==> src/rtl/dispatch_pkg.sv <==
package dispatch_pkg;
  typedef enum logic {
    ST_SELECT = 1'b0,
    ST_MOVE   = 1'b1
  } disp_state_t;
endpackage

==> src/rtl/rr_pick.sv <==
// Rotating-priority picker: first set request at or after 'start', wrapping.
module rr_pick #(
  parameter int N  = 8,
  parameter int IW = $clog2(N)
) (
  input  logic [N-1:0]  req,
  input  logic [IW-1:0] start,
  output logic          hit,
  output logic [IW-1:0] idx
);
  always_comb begin
    int p;
    hit = 1'b0;
    idx = start;
    // walk from farthest to nearest so the nearest request wins
    for (int k = N - 1; k >= 0; k--) begin
      p = int'(start) + k;
      if (p >= N) p = p - N;
      if (req[p]) begin
        hit = 1'b1;
        idx = p[IW-1:0];
      end
    end
  end
endmodule

==> src/rtl/word_sel.sv <==
// Selects one channel's word out of the flattened channel bus.
module word_sel #(
  parameter int NUM_CH = 4,
  parameter int WORD_W = 33,
  parameter int CW     = $clog2(NUM_CH)
) (
  input  logic [NUM_CH*WORD_W-1:0] flat,
  input  logic [CW-1:0]            sel,
  output logic [WORD_W-1:0]        word
);
  assign word = flat[sel*WORD_W +: WORD_W];
endmodule

==> src/rtl/rr_pkt_dispatcher.sv <==
module rr_pkt_dispatcher
  import dispatch_pkg::*;
#(
  parameter int NUM_CH = 4,
  parameter int NUM_PE = 8,
  parameter int DATA_W = 32
) (
  input  logic                         clk,
  input  logic                         rst,
  input  logic [NUM_CH-1:0]            src_valid,
  input  logic [NUM_CH*(DATA_W+1)-1:0] src_word,
  output logic [NUM_CH-1:0]            src_ready,
  input  logic [NUM_PE-1:0]            pe_room,
  output logic [NUM_PE-1:0]            pe_push,
  output logic [DATA_W:0]              pe_word
);
  localparam int WORD_W = DATA_W + 1;
  localparam int CW     = $clog2(NUM_CH);
  localparam int PW     = $clog2(NUM_PE);
  localparam logic [CW-1:0] CH_LAST = CW'(NUM_CH - 1);
  localparam logic [PW-1:0] PE_LAST = PW'(NUM_PE - 1);

  disp_state_t   state;
  logic [CW-1:0] grant;
  logic [PW-1:0] dest;
  logic [CW-1:0] rr_ptr;
  logic [PW-1:0] dst_last;
  logic [PW-1:0] dst_start;

  logic          ch_hit, pe_hit;
  logic [CW-1:0] ch_idx;
  logic [PW-1:0] pe_idx;
  logic [WORD_W-1:0] cur_word;
  logic          moving, room_ok, fire, done;

  assign dst_start = (dst_last == PE_LAST) ? '0 : dst_last + 1'b1;

  rr_pick #(.N(NUM_CH), .IW(CW)) u_ch_pick (
    .req(src_valid), .start(rr_ptr), .hit(ch_hit), .idx(ch_idx)
  );

  rr_pick #(.N(NUM_PE), .IW(PW)) u_pe_pick (
    .req(pe_room), .start(dst_start), .hit(pe_hit), .idx(pe_idx)
  );

  word_sel #(.NUM_CH(NUM_CH), .WORD_W(WORD_W), .CW(CW)) u_word_sel (
    .flat(src_word), .sel(grant), .word(cur_word)
  );

  assign moving  = (state == ST_MOVE);
  assign room_ok = moving && pe_room[dest];
  assign fire    = room_ok && src_valid[grant];
  assign done    = fire && cur_word[DATA_W];
  assign pe_word = cur_word;

  for (genvar c = 0; c < NUM_CH; c++) begin : g_ready
    assign src_ready[c] = room_ok && (grant == CW'(c));
  end

  for (genvar d = 0; d < NUM_PE; d++) begin : g_push
    assign pe_push[d] = fire && (dest == PW'(d));
  end

  always_ff @(posedge clk) begin
    if (rst) begin
      state    <= ST_SELECT;
      grant    <= '0;
      dest     <= '0;
      rr_ptr   <= '0;
      dst_last <= PE_LAST;
    end else begin
      case (state)
        ST_SELECT: begin
          if (ch_hit && pe_hit) begin
            grant <= ch_idx;
            dest  <= pe_idx;
            state <= ST_MOVE;
          end
        end
        default: begin
          if (done) begin
            state    <= ST_SELECT;
            rr_ptr   <= (grant == CH_LAST) ? '0 : grant + 1'b1;
            dst_last <= dest;
          end
        end
      endcase
    end
  end

  AST_PUSH_ONEHOT: assert property (@(posedge clk) disable iff (rst)
    $onehot0(pe_push));
  AST_READY_ONEHOT: assert property (@(posedge clk) disable iff (rst)
    $onehot0(src_ready));
  AST_PUSH_HAS_ROOM: assert property (@(posedge clk) disable iff (rst)
    (|pe_push) |-> (|(pe_push & pe_room)));
  AST_PUSH_IS_TAKEN: assert property (@(posedge clk) disable iff (rst)
    (|pe_push) |-> (|(src_ready & src_valid)));
  AST_HOLD_ROUTE: assert property (@(posedge clk) disable iff (rst)
    (moving && !done) |=> (moving && $stable(grant) && $stable(dest)));
  AST_PTR_FROZEN: assert property (@(posedge clk) disable iff (rst)
    (moving && !done) |=> $stable(rr_ptr));
  AST_NO_START_FULL: assert property (@(posedge clk) disable iff (rst)
    (!moving && pe_room == '0) |=> !moving);
endmodule

==> config.mk <==
export PLATFORM = sky130hd
export DESIGN_NAME = rr_pkt_dispatcher
export DESIGN_NICKNAME = d
export VERILOG_FILES = /design/src/rtl/dispatch_pkg.sv /design/src/rtl/rr_pick.sv /design/src/rtl/word_sel.sv /design/src/rtl/rr_pkt_dispatcher.sv
export SDC_FILE = /design/constraint.sdc
export NUM_CORES = 1
export LEC_CHECK = 0
export BUFFER_PORTS_ARGS = -buffer_cell sky130_fd_sc_hd__clkbuf_2
export CORE_UTILIZATION = 40
export DETAILED_ROUTE_END_ITERATION = 10
export HOLD_SLACK_MARGIN = 0.15
export PLACE_DENSITY_LB_ADDON = 0.2
export SETUP_SLACK_MARGIN = 0.15
export SLEW_MARGIN = 20
export SYNTH_ARGS = -nofsm -noshare
export SYNTH_HDL_FRONTEND = slang
export SYNTH_SLANG_ARGS = --single-unit
==> constraint.sdc <==
create_clock -name clk -period 6.5 [get_ports clk]
set_clock_uncertainty 0.05 [all_clocks]
set_input_delay 0.65 -clock clk [delete_from_list [all_inputs] [get_ports clk]]
set_output_delay 0.65 -clock clk [all_outputs]
set_load 0.02 [all_outputs]
Word level (Yosys, flattened, before mapping)

Index checks and enable logic that the tools add are counted.

Bits in registers: 11
Bits in latches: 0
Bits in writable memories: 0
Bits in read-only memories: 0
Input port bits: 146
Output and inout port bits: 45
Word-level logic and storage cells: 170
Memories: 0

$add $sub $neg: 24
$mul: 1
Divide/modulo/power cells: 0
Order comparisons: 26
Equality and inequality tests: 11
Shifts and indexed selects: 1
Multiplexer cells: 81
Bitwise operators: 1
Reduce and logical (&&, ||, !) cells: 20

Operators by type and width:

| cell                                                               | number |
|---|---|
| two-way mux 32 bit                                                 | 12 |
| less-than comparator 32 x 5 -> 1 bit, second input constant        | 8 |
| greater-or-equal comparator 32 x 5 -> 1 bit, second input constant | 7 |
| subtractor 32 x 5 -> 32 bit, second input constant                 | 7 |
| indexed part select 132 x 9 -> 33 bit                              | 1 |
| less-than comparator 32 x 4 -> 1 bit, second input constant        | 4 |
| greater-or-equal comparator 32 x 4 -> 1 bit, second input constant | 3 |
| subtractor 32 x 4 -> 32 bit, second input constant                 | 3 |
| two-way mux 1 bit                                                  | 41 |
| binary-select mux 1 bit (select 3 bit)                             | 9 |
| two-way mux 3 bit                                                  | 9 |
| adder 3 x 3 -> 4 bit, second input constant                        | 4 |
| logical AND 1 bit                                                  | 16 |
| equality test 3 bit, second input constant                         | 5 |
| binary-select mux 1 bit (select 2 bit)                             | 5 |
| two-way mux 2 bit                                                  | 5 |
| adder 3 x 2 -> 4 bit, second input constant                        | 2 |
| multiplier 2 x 6 -> 8 bit, second input constant                   | 1 |
| adder 2 x 2 -> 3 bit, second input constant                        | 2 |
| equality test 3 x 2 -> 1 bit, second input constant                | 2 |
| subtractor 3 x 4 -> 5 bit, second input constant                   | 1 |
| adder 3 x 1 -> 4 bit, second input constant                        | 1 |
| equality test 2 bit, second input constant                         | 2 |
| greater-or-equal comparator 3 x 4 -> 1 bit, second input constant  | 1 |
| other kinds (13)                                                   | 14 |

Depth between registers and ports, before layout

Depth after elaboration: 19
Gate-level depth with buffers: 13
Depth with buffers taken out: 12

By module

From an unflattened synthesis, not the netlist that was laid out.

Cell total of the unflattened synthesis: 235
Area, all modules: 2512.4 um2

Modules (own cells, without submodules):

| module              | times used | cells an instance | area an instance (um2) | seq. area each (um2) |
|---|---|---|---|---|
| word_sel            | 1          | 41                | 844.6                  | 0.0 |
| rr_pick (u_pe_pick) | 1          | 92                | 790.8                  | 0.0 |
| rr_pkt_dispatcher   | 1          | 86                | 777.0                  | 220.2 |
| rr_pick (u_ch_pick) | 1          | 16                | 100.1                  | 0.0 |

Worst setup path before layout

No wires, ideal clock.

Kind: reg-to-reg
Start point: register dst_last[0]
End point: register dest[1]
Library setup time: 0.079 ns
Arrival: 2.932 ns
Required time: 6.371 ns
Slack: 3.439 ns
Stages on the path, launching flop included: 13
Path buffers: 2
Clock period less this slack: 3.061 ns
Cells stage by stage: dfxtp_1 > ha_1 > ha_1 > nor2b_1 > buf_2 > clkinv_1 > ha_1 > clkbuf_1 > mux2i_2 > o2111ai_1 > o31ai_4 > nor4_1 > a211oi_2

Longest elaborated chain between the ends: 18
Elaborated cells between the ends (all ways): 76
Those cells by class: add/sub (16); order compare (8); eq/ne (1); mux (49); reduce/logical (2)

Ends and longest elaborated chain:

| item                                                                                              | RTL line                | text |
|---|---|---|
| start: declaration                                                                                | rr_pkt_dispatcher.sv:27 | `logic [PW-1:0] dst_last;` |
| start signal: assignment                                                                          | rr_pkt_dispatcher.sv:84 | `dst_last <= dest;` |
| adder 3 x 1 -> 3 bit / equality test 3 bit (equally long branches)                                | rr_pkt_dispatcher.sv:36 | `assign dst_start = (dst_last == PE_LAST) ? '0 : dst_last + 1'b1;` |
| two-way mux 3 bit (*)                                                                             | rr_pkt_dispatcher.sv:36 |  |
| adder 3 x 3 -> 4 bit                                                                              | rr_pick.sv:17           | `p = int'(start) + k;` |
| subtractor 32 x 5 -> 32 bit / greater-or-equal comparator 32 x 5 -> 1 bit (equally long branches) | rr_pick.sv:18           | `if (p >= N) p = p - N;` |
| two-way mux 32 bit                                                                                | rr_pick.sv:18           |  |
| binary-select mux 1 bit (select 3 bit)                                                            | rr_pick.sv:19           | `if (req[p]) begin` |
| two-way mux 1 bit (not written as such) (2 in series)                                             | rr_pick.sv:19           |  |
| two-way mux 1 bit (8 in series)                                                                   | rr_pick.sv:19           |  |
| logical AND 1 bit                                                                                 | rr_pkt_dispatcher.sv:74 | `if (ch_hit && pe_hit) begin` |
| AND reduction 2 bit (no line)                                                                     | --                      |  |
| end signal: assignment                                                                            | rr_pkt_dispatcher.sv:76 | `dest <= pe_idx;` |
| end: declaration                                                                                  | rr_pkt_dispatcher.sv:25 | `logic [PW-1:0] dest;` |

Mark *: on every way between the ends. The rest lies on a longest branch, timed or not. The select of a mux whose other input is x is not followed.
A chain may end at the register's enable or synchronous reset.

Final worst setup path

Ends and elaborated chain as after synthesis.

==> impl_results.md <==
- Outcome: complete, no violations
- CTS buffer count: 3
- Post-synthesis sequential area ratio: 8.78%
- Actual slew at the worst max-slew pin: 680 ps
- Dpl ws: 2750 ps
- GR Overflow Total: 0
- Number of distinct library cells after synthesis: 59
- H-tree levels: 1
- CTS tree: done
- FF-to-FF setup slack: 2650 ps
- Drt pass-1 iters: 4
- CP Capture Type: register
- Reg-to-reg startpoint: dst_last[0]
- CTS sink count: 11
- Multi-input gate area: 0.00215 mm^2
- Final min period: 3850 ps
- Initial Util: 41.9%
- Reg2Reg Capture Point: dest[1]
- Top Ports: 191
- Area grow syn2layout: 41.0%
- PortBufs: 190
- Die width: 81.2 um
- Cell Pwr Density: 153 mW/mm^2
- Die height: 81.2 um
- Final hold vios: 0
- Synthesized area: 0.00251 mm^2
- Post-synth EDFFs: 0
- Cts hold-fix bufs: 0
- Worst-path clk slew: 60 ps
- Clk buf depth: 2
- Wire per inst: 21.8 um
- Commonest register cell after synthesis: dfxtp_1
- DR vias/cell: 6.06
- Post-CTS sizing: 0
- Worst-Skew Late Latency: 240 ps
- Overall die area: 0.00659 mm^2
- Crit path from: dst_last[0]
- Setup crit end: dest[1]
- Critical Path AT: 3970 ps
- CP max FO: 16
- Largest cells by area after synthesis: mux4_2 (39%), dfxtp_1 (8.8%), mux2i_1 (3.6%), ha_1 (3.5%), nor2_1 (3.3%)
- Largest net degree at the start of global routing: 40
- Fillers: 567
- RSZ-0062 raised after global routing: no
- Final setup violating endpoints: 0
- Vias: 3,076
- DPL Wire Length: 9420 um
- Async SR Flop Fraction: 0%
- GRT Util Overall: 33.1%
- Cell count after synthesis: 256
- Most frequent cells in the layout: clkbuf_2 (190), mux4_2 (43), nor2_1 (22), nand2_1 (15), a21oi_1 (13)
- Area leader, netlist: mux4_2
- Initial antenna violation count: 3
- Pleak: 1.63 nW
- Syn avg cell area: 9.79 um^2
- Worst endpoint required time: 6610 ps
- Routability congestion estimate: 1.09
- Finished Cell Area: 0.00354 mm^2
- Final setup margin: 2650 ps
- Crit share post-route: 59.3%
- Number of global-route vias before repair: 2,838
- Most common cell after layout, fill and taps aside: clkbuf_2
- Layout cell share with drive strength beyond 1: 58.1%
- Cell Rows: 28
- Max IR drop VDD: 0.000117 V
- Setup Fix Bufs, Post-CTS: 0
- Initial DRC count: 178
- Setup tns final: 0 ps
- Hold WC Path Type: register to register
- Max Fclk: 0.259 GHz
- Critical Path Source Type: register
- Area of the core: 0.00599 mm^2
- Routed wire length: 11,100 um
- Maxcap violations: 0
- Critical path type: register to register
- Antenna viol nets, final: 0
- Final net count: 586
- CTS root buf: clkbuf_8
- Max-Slew Margin vs Limit: 54.2%
- FF+latch area: 221 um^2
- Synth top area share: 38.6%
- Yosys Warn Count: 0
- Worst Reg-to-Reg Cells: 10
- Yosys reg bits: 11
- Syn nets: 409
- # DRC: 0
- First-pass GRT wire length: 16,000 um
- Max Slew Vio Count: 0
- Placed cell area: 0.00349 mm^2
[area by class of cell]
type                            instances  share of cell area (%)
Antenna cell                            1                  0.0708
Clock buffer                            3                    1.17
Clock inverter                          1                   0.142
Inverter                               13                    1.45
Multi-Input combinational cell        211                    60.7
Sequential cell                        11                    6.26
Tap cell                               75                    2.65
Timing Repair Buffer                  193                    27.5
[how the worst min path moves through the flow]
stage / from / endpoint / depth (start not counted)
6_report: moving / moving / 2
2_1_floorplan: moving / moving / 2
3_3_place_gp: moving / moving / 2
5_1_grt: moving / moving / 2
4_1_cts: moving / moving / 2
3_5_place_dp: moving / moving / 2
[per-layer routing]
metal	up-vias	global-route usage (%)	share of wire (%)
met3	30	11.6	12
met1	1458	42.9	39
met2	193	51.8	46
li1	1393	-	-
met5	-	0	0.099
met4	2	9.64	2.6
[per-stage QoR]
stage                     utilization (%)  hold slack (ps)  instances  power [mW]
after global placement               58.2              416        503       0.470
after floorplan                         -              394        256       0.343
after global routing                 59.0              470        508       0.578
after CTS                            59.0              438        507       0.539
final                                59.0              440        508       0.543
after detailed placement             58.2              431        503       0.470
[cell usage after synthesis (2+ instances only)]
master    count
xor2_1        2
a211o_1       5
buf_2         2
nand3_1       4
o31ai_1       2
nor3b_1       2
and2_1        7
and3_1        2
a21oi_1      13
mux2i_1       9
a31oi_1       3
or3_1         2
inv_1        11
nand2_1      15
a311oi_1      2
nor3_1        6
o2111a_1      2
xnor2_1       4
nor2b_1       6
ha_1          7
nor2_1       22
a21o_1        5
o311ai_0      2
a22oi_1       2
o221ai_1      2
dfxtp_1      11
mux4_2       43
a22o_1        2
a211oi_1      6
o21ai_0       6
clkbuf_1     14
buf_1         4
nand2b_1      5
[power breakdown]
| part | switching (mW) | internal, mW | total (mW) | leakage, nW |
|---|---|---|---|---|
| logic | 0.213 | 0.174 | 0.386 | 1.52 |
| clock network | 0.0280 | 0.0423 | 0.0702 | 0.0255 |
| registers | 0.0115 | 0.0744 | 0.0860 | 0.0906 |
| total | 0.252 | 0.290 | 0.543 | 1.63 |
[worst max-delay path, cell delays in order, from the launching register on]
cell	delay, ps
dfxtp_1	660
ha_1	450
nor2b_1	180
buf_4	220
clkinv_1	250
ha_1	520
mux2i_2	330
o2111ai_1	260
o31ai_4	500
nor4_1	130
a211oi_2	220
[logic make-up (layout without fill, tap and decap cells)]
logic type	count (synthesis)	in the layout	synth area share [%]
other	0	1	0
adders and majority gates	7	7	3.49
buffers and inverters	34	210	5.59
xor gates and xnor gates	6	6	2.10
muxes	55	55	44.3
DFF	11	11	8.78
AOI/OAI and AO/OA	65	65	19.7
and+or+nand+nor	78	78	16.1
[flip-flops by register name, indices dropped and copies added (netlist names)]
signal / cells
dest: 3
dst_last: 3
grant: 2
moving: 1
rr_ptr: 2
(Power assumes the default switching activity.)
